`config.mk`:
```
export PLATFORM = sky130hd
export DESIGN_NAME = desc_xfer_ctrl
export DESIGN_NICKNAME = d
export VERILOG_FILES = /design/src/rtl/dxc_pkg.sv /design/src/rtl/dxc_regs.sv /design/src/rtl/dxc_engine.sv /design/src/rtl/desc_xfer_ctrl.sv
export SDC_FILE = /design/constraint.sdc
export NUM_CORES = 1
export LEC_CHECK = 0
export ABC_AREA = 1
export BUFFER_PORTS_ARGS = -buffer_cell sky130_fd_sc_hd__buf_4
export CAP_MARGIN = 20
export CORE_AREA = 4 4 143 145
export DETAILED_ROUTE_END_ITERATION = 7
export DIE_AREA = 0 0 147 149
export PLACE_DENSITY = 0.73
export SYNTH_ARGS = -nofsm -noshare
export SYNTH_HDL_FRONTEND = slang
export SYNTH_SLANG_ARGS = --single-unit
```
`constraint.sdc`:
```
create_clock -name clk -period 3.9 [get_ports clk]
set_clock_uncertainty 0.1 [all_clocks]
set_input_delay 0.39 -clock clk [delete_from_list [all_inputs] [get_ports clk]]
set_output_delay 0.39 -clock clk [all_outputs]
set_load 0.01 [all_outputs]
```
`src/rtl/dxc_pkg.sv`:
```
package dxc_pkg;

    localparam int DATA_W     = 16;
    localparam int NFIELDS    = 5;   // fields loaded per descriptor
    localparam int DESC_WORDS = 6;   // stride between chained descriptors
    localparam int F_MODEA    = 0;
    localparam int F_MODEB    = 1;
    localparam int F_SRC      = 2;
    localparam int F_DST      = 3;
    localparam int F_CNT      = 4;
    localparam int TRIG_BIT   = 7;

    typedef enum logic [2:0] {
        S_IDLE, S_VEC, S_BASE, S_LD, S_RD, S_WR, S_WB, S_DONE
    } eng_state_t;

    typedef enum logic [1:0] {
        AM_HOLD = 2'd0, AM_UP = 2'd1, AM_DOWN = 2'd2, AM_HOLD2 = 2'd3
    } addr_mode_t;

    function automatic logic [DATA_W-1:0] step_addr(
        input logic [DATA_W-1:0] a, input addr_mode_t m, input logic wide);
        logic [DATA_W-1:0] st;
        st = wide ? DATA_W'(2) : DATA_W'(1);
        case (m)
            AM_UP:   return a + st;
            AM_DOWN: return a - st;
            default: return a;
        endcase
    endfunction

    function automatic int lowest_set(input logic [31:0] v);
        int r;
        r = 0;
        for (int i = 31; i >= 0; i--)
            if (v[i]) r = i;
        return r;
    endfunction

endpackage

```
`src/rtl/dxc_regs.sv`:
```
module dxc_regs
    import dxc_pkg::*;
#(
    parameter int NSRC = 4,
    parameter int VW   = 4,
    localparam int SW  = (NSRC > 1) ? $clog2(NSRC) : 1
) (
    input  logic            clk,
    input  logic            rst,
    input  logic [NSRC-1:0] irq_in,
    input  logic            reg_we,
    input  logic            reg_addr,
    input  logic [7:0]      reg_wdata,
    output logic [7:0]      reg_rdata,
    output logic            grant_valid,
    output logic            grant_sw,
    output logic [SW-1:0]   grant_src,
    output logic [VW-1:0]   grant_vec,
    input  logic            dispatch,
    input  logic            fin,
    input  logic            fin_done,
    input  logic            fin_sw,
    input  logic [SW-1:0]   fin_src
);
    logic [NSRC-1:0] en_q, pend_q, take_mask;
    logic            trig_q, swp_q, sw_wr_ok;
    logic [VW-1:0]   vec_q;

    assign sw_wr_ok  = reg_we && reg_addr && !(trig_q && reg_wdata[TRIG_BIT]);
    assign take_mask = (dispatch && !grant_sw) ? (NSRC'(1) << grant_src) : '0;

    always_comb begin
        grant_valid = (|pend_q) || swp_q;
        grant_sw    = !(|pend_q);
        grant_src   = SW'(lowest_set(32'(pend_q)));
        grant_vec   = grant_sw ? vec_q : VW'(grant_src);
        reg_rdata   = '0;
        if (reg_addr) begin
            reg_rdata[TRIG_BIT] = trig_q;
            reg_rdata[VW-1:0]   = vec_q;
        end else begin
            reg_rdata[NSRC-1:0] = en_q;
        end
    end

    always_ff @(posedge clk) begin
        if (rst) begin
            en_q   <= '0;
            pend_q <= '0;
            trig_q <= 1'b0;
            swp_q  <= 1'b0;
            vec_q  <= '0;
        end else begin
            pend_q <= (pend_q & ~take_mask) | (irq_in & en_q);
            if (reg_we && !reg_addr) en_q <= reg_wdata[NSRC-1:0];
            if (fin && !fin_sw && fin_done) en_q[fin_src] <= 1'b0;
            if (dispatch && grant_sw) swp_q <= 1'b0;
            if (sw_wr_ok) begin
                trig_q <= reg_wdata[TRIG_BIT];
                swp_q  <= reg_wdata[TRIG_BIT];
                vec_q  <= reg_wdata[VW-1:0];
            end
            if (fin && fin_sw && !fin_done) trig_q <= 1'b0;
        end
    end

    p_ignore_rearm_r7: assert property (@(posedge clk) disable iff (rst)
        (reg_we && reg_addr && trig_q && reg_wdata[TRIG_BIT]) |=> $stable(vec_q));

    for (genvar s = 0; s < NSRC; s++) begin : g_chk
        p_en_clear_r6: assert property (@(posedge clk) disable iff (rst)
            (fin && !fin_sw && fin_done && fin_src == SW'(s)) |=> !en_q[s]);
        p_pend_hold_r9: assert property (@(posedge clk) disable iff (rst)
            (pend_q[s] && !take_mask[s]) |=> pend_q[s]);
        p_gate_r5: assert property (@(posedge clk) disable iff (rst)
            (!pend_q[s] && !(irq_in[s] && en_q[s])) |=> !pend_q[s]);
    end

endmodule

```
`src/rtl/dxc_engine.sv`:
```
module dxc_engine
    import dxc_pkg::*;
#(
    parameter int NSRC     = 4,
    parameter int VW       = 4,
    parameter int AW       = 8,
    parameter int VEC_BASE = 0,
    localparam int SW      = (NSRC > 1) ? $clog2(NSRC) : 1,
    localparam int IW      = $clog2(NFIELDS + 1)
) (
    input  logic              clk,
    input  logic              rst,
    input  logic              grant_valid,
    input  logic              grant_sw,
    input  logic [SW-1:0]     grant_src,
    input  logic [VW-1:0]     grant_vec,
    output logic              dispatch,
    output logic              fin,
    output logic              fin_done,
    output logic              fin_sw,
    output logic [SW-1:0]     fin_src,
    output logic              mem_req,
    output logic              mem_we,
    output logic [AW-1:0]     mem_addr,
    output logic [DATA_W-1:0] mem_wdata,
    input  logic [DATA_W-1:0] mem_rdata,
    output logic              busy
);
    eng_state_t        state_q;
    logic [AW-1:0]     base_q;
    logic [IW-1:0]     idx_q;
    logic [DATA_W-1:0] desc_q [NFIELDS];
    logic              done_q, sw_q;
    logic [SW-1:0]     src_q;
    logic [VW-1:0]     vec_q;
    logic [DATA_W-1:0] nsrc, ndst, ncnt;

    assign dispatch = (state_q == S_IDLE) && grant_valid;
    assign fin      = (state_q == S_DONE);
    assign fin_done = done_q;
    assign fin_sw   = sw_q;
    assign fin_src  = src_q;
    assign busy     = (state_q != S_IDLE);

    always_comb begin
        nsrc = step_addr(desc_q[F_SRC], addr_mode_t'(desc_q[F_MODEA][1:0]), desc_q[F_MODEA][4]);
        ndst = step_addr(desc_q[F_DST], addr_mode_t'(desc_q[F_MODEA][3:2]), desc_q[F_MODEA][4]);
        ncnt = desc_q[F_CNT] - DATA_W'(1);
    end

    always_comb begin
        mem_req   = 1'b0;
        mem_we    = 1'b0;
        mem_addr  = '0;
        mem_wdata = '0;
        case (state_q)
            S_VEC: begin
                mem_req  = 1'b1;
                mem_addr = AW'(VEC_BASE) + AW'(vec_q);
            end
            S_LD: begin
                mem_req  = (idx_q < IW'(NFIELDS));
                mem_addr = base_q + AW'(idx_q);
            end
            S_RD: begin
                mem_req  = 1'b1;
                mem_addr = desc_q[F_SRC][AW-1:0];
            end
            S_WR: begin
                mem_req   = 1'b1;
                mem_we    = 1'b1;
                mem_addr  = desc_q[F_DST][AW-1:0];
                mem_wdata = mem_rdata;
            end
            S_WB: begin
                mem_req   = 1'b1;
                mem_we    = 1'b1;
                mem_addr  = base_q + AW'(F_SRC) + AW'(idx_q);
                mem_wdata = desc_q[IW'(F_SRC) + idx_q];
            end
            default: ;
        endcase
    end

    always_ff @(posedge clk) begin
        if (rst) begin
            state_q <= S_IDLE;
            base_q  <= '0;
            idx_q   <= '0;
            done_q  <= 1'b0;
            sw_q    <= 1'b0;
            src_q   <= '0;
            vec_q   <= '0;
            for (int i = 0; i < NFIELDS; i++) desc_q[i] <= '0;
        end else begin
            case (state_q)
                S_IDLE: if (dispatch) begin
                    sw_q    <= grant_sw;
                    src_q   <= grant_src;
                    vec_q   <= grant_vec;
                    state_q <= S_VEC;
                end
                S_VEC:  state_q <= S_BASE;
                S_BASE: begin
                    base_q  <= mem_rdata[AW-1:0];
                    idx_q   <= '0;
                    state_q <= S_LD;
                end
                S_LD: begin
                    if (idx_q != '0) desc_q[idx_q - IW'(1)] <= mem_rdata;
                    if (idx_q == IW'(NFIELDS)) state_q <= S_RD;
                    else idx_q <= idx_q + IW'(1);
                end
                S_RD: state_q <= S_WR;
                S_WR: begin
                    desc_q[F_SRC] <= nsrc;
                    desc_q[F_DST] <= ndst;
                    desc_q[F_CNT] <= ncnt;
                    done_q  <= (ncnt == '0) || desc_q[F_MODEB][1];
                    idx_q   <= '0;
                    state_q <= S_WB;
                end
                S_WB: begin
                    if (idx_q == IW'(F_CNT - F_SRC)) begin
                        idx_q <= '0;
                        if (desc_q[F_MODEB][0]) begin
                            base_q  <= base_q + AW'(DESC_WORDS);
                            state_q <= S_LD;
                        end else begin
                            state_q <= S_DONE;
                        end
                    end else begin
                        idx_q <= idx_q + IW'(1);
                    end
                end
                default: state_q <= S_IDLE;
            endcase
        end
    end

    p_busy_after_dispatch_r9: assert property (@(posedge clk) disable iff (rst)
        dispatch |=> busy);
    p_quiet_idle_r9: assert property (@(posedge clk) disable iff (rst)
        !busy |-> !mem_req);
    p_write_after_read_r2: assert property (@(posedge clk) disable iff (rst)
        (mem_req && mem_we && state_q == S_WR) |-> $past(mem_req && !mem_we));

endmodule

```
`src/rtl/desc_xfer_ctrl.sv`:
```
module desc_xfer_ctrl
    import dxc_pkg::*;
#(
    parameter int NSRC     = 4,
    parameter int VW       = 4,
    parameter int AW       = 8,
    parameter int VEC_BASE = 0
) (
    input  logic              clk,
    input  logic              rst,
    input  logic [NSRC-1:0]   irq_in,
    input  logic              reg_we,
    input  logic              reg_addr,
    input  logic [7:0]        reg_wdata,
    output logic [7:0]        reg_rdata,
    output logic              mem_req,
    output logic              mem_we,
    output logic [AW-1:0]     mem_addr,
    output logic [DATA_W-1:0] mem_wdata,
    input  logic [DATA_W-1:0] mem_rdata,
    output logic              busy,
    output logic [NSRC-1:0]   cpu_irq,
    output logic              sw_irq
);
    localparam int SW = (NSRC > 1) ? $clog2(NSRC) : 1;

    logic          grant_valid, grant_sw, dispatch, fin, fin_done, fin_sw;
    logic [SW-1:0] grant_src, fin_src;
    logic [VW-1:0] grant_vec;

    dxc_regs #(.NSRC(NSRC), .VW(VW)) regs_i (
        .clk(clk), .rst(rst), .irq_in(irq_in),
        .reg_we(reg_we), .reg_addr(reg_addr), .reg_wdata(reg_wdata), .reg_rdata(reg_rdata),
        .grant_valid(grant_valid), .grant_sw(grant_sw), .grant_src(grant_src),
        .grant_vec(grant_vec), .dispatch(dispatch),
        .fin(fin), .fin_done(fin_done), .fin_sw(fin_sw), .fin_src(fin_src)
    );

    dxc_engine #(.NSRC(NSRC), .VW(VW), .AW(AW), .VEC_BASE(VEC_BASE)) eng_i (
        .clk(clk), .rst(rst),
        .grant_valid(grant_valid), .grant_sw(grant_sw), .grant_src(grant_src),
        .grant_vec(grant_vec), .dispatch(dispatch),
        .fin(fin), .fin_done(fin_done), .fin_sw(fin_sw), .fin_src(fin_src),
        .mem_req(mem_req), .mem_we(mem_we), .mem_addr(mem_addr),
        .mem_wdata(mem_wdata), .mem_rdata(mem_rdata), .busy(busy)
    );

    assign cpu_irq = (fin && !fin_sw && fin_done) ? (NSRC'(1) << fin_src) : '0;
    assign sw_irq  = fin && fin_sw && fin_done;

    p_irq_onehot_r6: assert property (@(posedge clk) disable iff (rst)
        $onehot0({cpu_irq, sw_irq}));
    p_irq_then_idle_r9: assert property (@(posedge clk) disable iff (rst)
        ((|cpu_irq) || sw_irq) |=> !busy);

endmodule

```
# After elaboration in Yosys (flattened, before gate mapping)
# Memories as Yosys holds them, arrays and structs flattened.
# Cells that the tools add are included.
[classes] reduce_logical=37 magnitude_cmp=3 mux=49 n_shift=2 n_eq_ne=18 bitwise=9 add_sub_neg=12
[ops] cell="case mux 16 bit (2 select lines)" count=3
[ops] cell="2-to-1 mux 16 bit" count=4
[ops] cell="case mux 8 bit (5 select lines)" count=1
[ops] cell="2-to-1 mux 4 bit" count=7
[ops] cell="2-to-1 mux 3 bit" count=7
[ops] cell="case mux 3 bit (7 select lines)" count=1
[ops] cell="adder 16 bit" count=1
[ops] cell="adder 16 x 2 -> 16 bit" count=1
[ops] cell="adder 8 x 3 -> 8 bit" count=2
[ops] cell="logical NOT 16 bit" count=1
[ops] cell="2-to-1 mux 8 bit" count=2
[ops] cell="case mux 8 bit (2 select lines)" count=1
[ops] cell="OR reduction 16 bit" count=1
[ops] cell="subtractor 16 x 1 -> 16 bit, second input constant" count=1
[ops] cell="subtractor 16 bit" count=1
[ops] cell="subtractor 16 x 2 -> 16 bit" count=1
[ops] cell="== test 3 bit, second input constant" count=5
[ops] cell="2-to-1 mux 1 bit" count=15
[ops] cell="logical AND 1 bit" count=13
[ops] cell="bitwise AND 4 bit" count=3
[ops] cell="2-to-1 mux 2 bit" count=5
[ops] cell="== test 3 x 2 -> 1 bit, second input constant" count=3
[ops] cell="case mux 3 bit (3 select lines)" count=1
[ops] cell="nonzero test 3 bit" count=3
[ops] cell="27 further kinds" count=47
[word_totals] wordCells=143 inputBits=32 output_inout_bits=40 ramBits=80 memories=1 ff_bits=36
[mem_list] name="eng_i.desc_q" depth=5 word_bits=16 read_ports=6 rd_ports_with_merged_regs=0 write_ports=5 line_no="dxc_engine.sv:32" source="logic [DATA_W-1:0] desc_q [NFIELDS];"

# Depth between registers and ports, before layout
[depth] word_depth=9 ltp_mapped=16 ltp_nobuf=16

# Modules after synthesis
# A second synthesis with hierarchy kept.
[unflattened] hier_cells=1351 hier_area_um2=10513.8
[by_module_without_submodules] module="dxc_engine" cells_per_inst=1223 instances=1 seq_area_each_um2=4284.1 area_per_inst_um2=9700.6
[by_module_without_submodules] module="dxc_regs" cells_per_inst=114 instances=1 seq_area_each_um2=280.3 area_per_inst_um2=754.5
[by_module_without_submodules] module="desc_xfer_ctrl" cells_per_inst=14 instances=1 seq_area_each_um2=0.0 area_per_inst_um2=58.8

# Worst setup path before layout
# No wires, ideal clock.
[synth_timing] path_kind="register to register" from="register eng_i.idx_q[1]" to="memory eng_i.desc_q[2][0] (enable)" synth_period_minus_slack_ps=3314 setup_slack_ps=586 stages_incl_launch_ff=12 arrival_time_ps=2817 path_buffers=2 required_time_ps=3403 setup_time_ps=397 path_cell_list="dfxtp_1 -> clkinv_1 -> clkbuf_1 -> ha_1 -> xnor2_1 -> nand2_2 -> nor3_2 -> inv_2 -> nor2_2 -> inv_2 -> buf_6 -> a22oi_1"
[synth_lines] item="from (decl)" line_no="dxc_engine.sv:31" source="logic [IW-1:0] idx_q;"
[synth_lines] item="from (signal assigned)" line_no="dxc_engine.sv:112" source="else idx_q <= idx_q + IW'(1);"
[synth_lines] item="from (signal assigned)" line_no="dxc_engine.sv:133" source="idx_q <= idx_q + IW'(1);"
[synth_lines] item="to (decl)" line_no="dxc_engine.sv:32"

# Worst setup path in the final report
[layout_timing] from="register eng_i.idx_q[1]" to="output port mem_addr[5]"
[layout_between] elab_chain_len=2 elab_cells_between_ends=3 classes_between="add/sub: 2; mux: 1"
[layout_rtl] item="adder 8 x 3 -> 8 bit, on equally long branches" line_no="dxc_engine.sv:78, dxc_engine.sv:63"
[layout_rtl] item="case mux 8 bit (5 select lines) (*)" line_no="dxc_engine.sv:56" source="case (state_q)"
[layout_rtl] item="to (decl)" line_no="desc_xfer_ctrl.sv:18" source="output logic [AW-1:0] mem_addr,"
# Every way passes the cells marked *; elsewhere a longest branch is shown, timed or not.

==> out/qor.txt <==
crit path max fanout: 12
Period Utilization, post-route: 90.8%
number of port buffers: 65
WP data required: 3410 ps
XOR/XNOR Fraction of Synth Area: 1.10%
Root Buffer: clkbuf_16
Worst setup SP type: register
Final ANT Viol Nets: 0
Die ar.: 0.0219 mm²
Fmax: 0.282 GHz
Slew HR: 39.2%
Max H-tree Level: 4
WS Path Type: register to output port
# rows: 51
post-synthesis compound-gate area fraction: 19.0%
cts hold-fix bufs: 0
Hold WC Path Type: input port to register
Yosys reg bits: 164
R2R Setup Slk: 700 ps
Main synth FF type: edfxtp_1
Synth Area per Inst: 8.02 µm²
Mapped Area: 0.0104 mm²
via count: 9384
clk sinks: 164
Fin. Hold Viols: 0
CTS resizes: 0
post-synthesis adder-cell area fraction: 7.15%
max-slew violation count: 0
final setup vio count: 0
Internal: 3.45 mW
Async SR Flop Fraction: 0%
Setup Fix Bufs, Post-CTS: 0
DRT iter0 DRCs: 958
nets: 1433
total power: 5.48 mW
DIE WIDTH: 147 µm
sequential share of power: 38.3%
initial antenna violation count: 0
Antenna diodes: 0
top cells by area, synth: edfxtp_1 37%, nand2_1 8.0%, nor2_1 7.3%, dfxtp_1 6.9%, o21ai_0 6.8%
clock network power share: 29.2%
first-pass GRT wire length: 46.3 mm
layout cells sized above 1: 11.1%
vias per inst: 5.79
minimum clock period: 3540 ps
clk buf depth: 2
sequential area share after synthesis: 43.9%
hpwl dp: 21.2 mm
gpl congestion: 0.954
Chip Height: 149 µm
mux contribution to synthesized area: 0%
Max Cap Violations: 0
TritonCTS buffer count: 17
Syn. warnings: 0
DR DRC count: 0
Post-Synth Simple-Gate Area: 20.5%
total global routing overflow: 0
Leak: 4.85 nW
number of flops mapped to enable cells by yosys: 128
CTS tree: done
drt wl/cell: 18.3 µm
I/O pin count: 72
main combinational cell family by area after synthesis: simple AND/OR/NAND/NOR gates
Power Density: 471 mW/mm²
Synth area leader: edfxtp_1
Synth Instances: 1295
Synth cell types: 58
power share of the combinational group: 32.5%
worst vdd ir: 293 µV
Clock transition at path regs: 60 ps
outcome: finished clean
Fin Setup TNS: 0 ps
Net Sw Frac: 37.1%
clk_lat worst skew: 430 ps
largest net degree at the start of global routing: 59
Synth top area share: 37.0%
gr usage total: 26.8%
vias in the first global route: 8789
critical path endpoint category: output port
Slew @ Worst Pin: 911 ps
core area: 0.0192 mm²
RSZ-0062 raised after global routing: false
Critical Path AT: 3050 ps
Initial Util: 54.1%
P_sw: 2.03 mW
final wirelength: 29.7 mm
Area Overhead vs Synth: 11.9%
Pre-Repair DR Iteration Count: 6
fill count: 1713
[per-layer routing]
| layer | track usage, % | part of all wire (%) | wire, µm |
|---|---|---|---|
| met5 | 0 | 0 | 0 |
| met4 | 10.5 | 3.4 | 1010 |
| met3 | 5.29 | 8.2 | 2440 |
| met2 | 44.1 | 47 | 13800 |
| met1 | 35.2 | 42 | 12400 |
[power by group through the flow]
| stage | clock (mW) | combinational [mW] | sequential (mW) |
|---|---|---|---|
| final | 1.60 | 1.78 | 2.10 |
| after global routing | 1.68 | 1.98 | 2.11 |
| after CTS | 1.60 | 1.76 | 2.09 |
| after detailed placement | 0 | 1.75 | 2.13 |
| after global placement | 0 | 1.71 | 2.13 |
| after floorplan | 0 | 1.27 | 2.09 |
[path summary, 6_finish.rpt]
kind,cells past startpoint,start,to
worst max-delay path,13,eng_i.idx_q[1]$_SDFFE_PP0P_,mem_addr[5]
worst min-delay path,3,irq_in[3],regs_i.pend_q[3]$_SDFF_PP0_
worst max register to register,11,eng_i.idx_q[1]$_SDFFE_PP0P_,eng_i.desc_q[2][4]$_DFFE_PP_
worst min register to register,2,regs_i.en_q[1]$_SDFF_PP0_,regs_i.pend_q[1]$_SDFF_PP0_
[synthesized netlist by cell type (4+ instances only)]
cell type,instances
a2111oi_0,4
a211oi_1,4
a21oi_1,82
a31oi_1,7
a32o_1,6
buf_2,13
buf_6,5
clkbuf_1,30
dfxtp_1,36
edfxtp_1,128
fa_1,4
ha_1,53
inv_1,146
inv_2,10
nand2_1,221
nand3_1,57
nand4_1,5
nor2_1,202
nor2_2,8
nor3_1,12
o211ai_1,20
o21a_1,4
o21ai_0,142
o21ai_1,7
o221ai_1,17
o22ai_1,7
o32ai_1,7
xor2_1,10
[registers in the layout, summed over array words and instances, names as in the netlist]
signal	flops
eng_i.desc_q	128
eng_i.base_q	8
eng_i.vec_q	4
regs_i.en_q	4
regs_i.pend_q	4
regs_i.vec_q	4
eng_i.idx_q	3
eng_i.state_q	3
eng_i.fin_src	2
eng_i.fin_done	1
eng_i.fin_sw	1
regs_i.swp_q	1
regs_i.trig_q	1
[per-stage QoR]
stage               hold slack [ps]  area [µm²]  std cells  util (%)  worst slack [ps]
finish                          123       11600       1622      60.6               357
detailed placement              362       11100       1590      57.7               797
CTS                             115       11600       1622      60.6               407
global placement                360       11100       1590      57.7               854
floorplan                       336       10400       1297         -               586
global route                    129       11600       1622      60.6               118
[cell families after synthesis]
group	Yosys count
buf+inv	212
flops	164
xor+xnor	13
simple gates	518
fa+ha+maj	57
compound gates	330
other cells	1
[worst max-delay path, stage by stage (launching register included)]
cell and delay [ps]:
dfxtp_1 330, clkinv_1 310, ha_1 450, inv_1 50, ha_1 210, fa_1 400, nand2_1 100, nand2_1 100
nand2_1 90, nand2_1 50, o21ai_0 190, a21oi_1 60, o21ai_0 110, buf_4 160
[placed cells by master, fill, tap and decap left out, drive strengths merged, types with 3 or more instances in the layout]
| cell | Yosys | final |
|---|---|---|
| nand2 | 223 | 223 |
| a21oi | 86 | 86 |
| edfxtp | 128 | 128 |
| a2111oi | 4 | 4 |
| fa | 4 | 4 |
| buf | 24 | 82 |
| o221ai | 17 | 17 |
| a21o | 3 | 3 |
| nand4 | 5 | 5 |
| o211ai | 20 | 20 |
| inv | 156 | 158 |
| clkinv | 2 | 7 |
| a32o | 6 | 6 |
| or2 | 4 | 4 |
| nand3 | 59 | 59 |
| a211oi | 4 | 4 |
| nor2 | 212 | 212 |
| o32ai | 7 | 7 |
| xnor2 | 3 | 3 |
| o22ai | 8 | 8 |
| o21a | 4 | 4 |
| xor2 | 10 | 10 |
| o21ai | 150 | 150 |
| nor3 | 13 | 13 |
| ha | 53 | 53 |
| conb | 1 | 3 |
| dfxtp | 36 | 36 |
| clkbuf | 30 | 25 |
| a31oi | 7 | 7 |
[area by class of cell]
type,instances,area (µm²),area share (%)
clock inverters,7,47.5,0.409
multi-input cells,921,4980,42.8
clock buffers,25,500,4.30
repair buffers,82,616,5.29
inverters,158,593,5.10
well taps,265,332,2.85
flip-flops and latches,164,4570,39.3
Power figures use the tool's default switching activity.
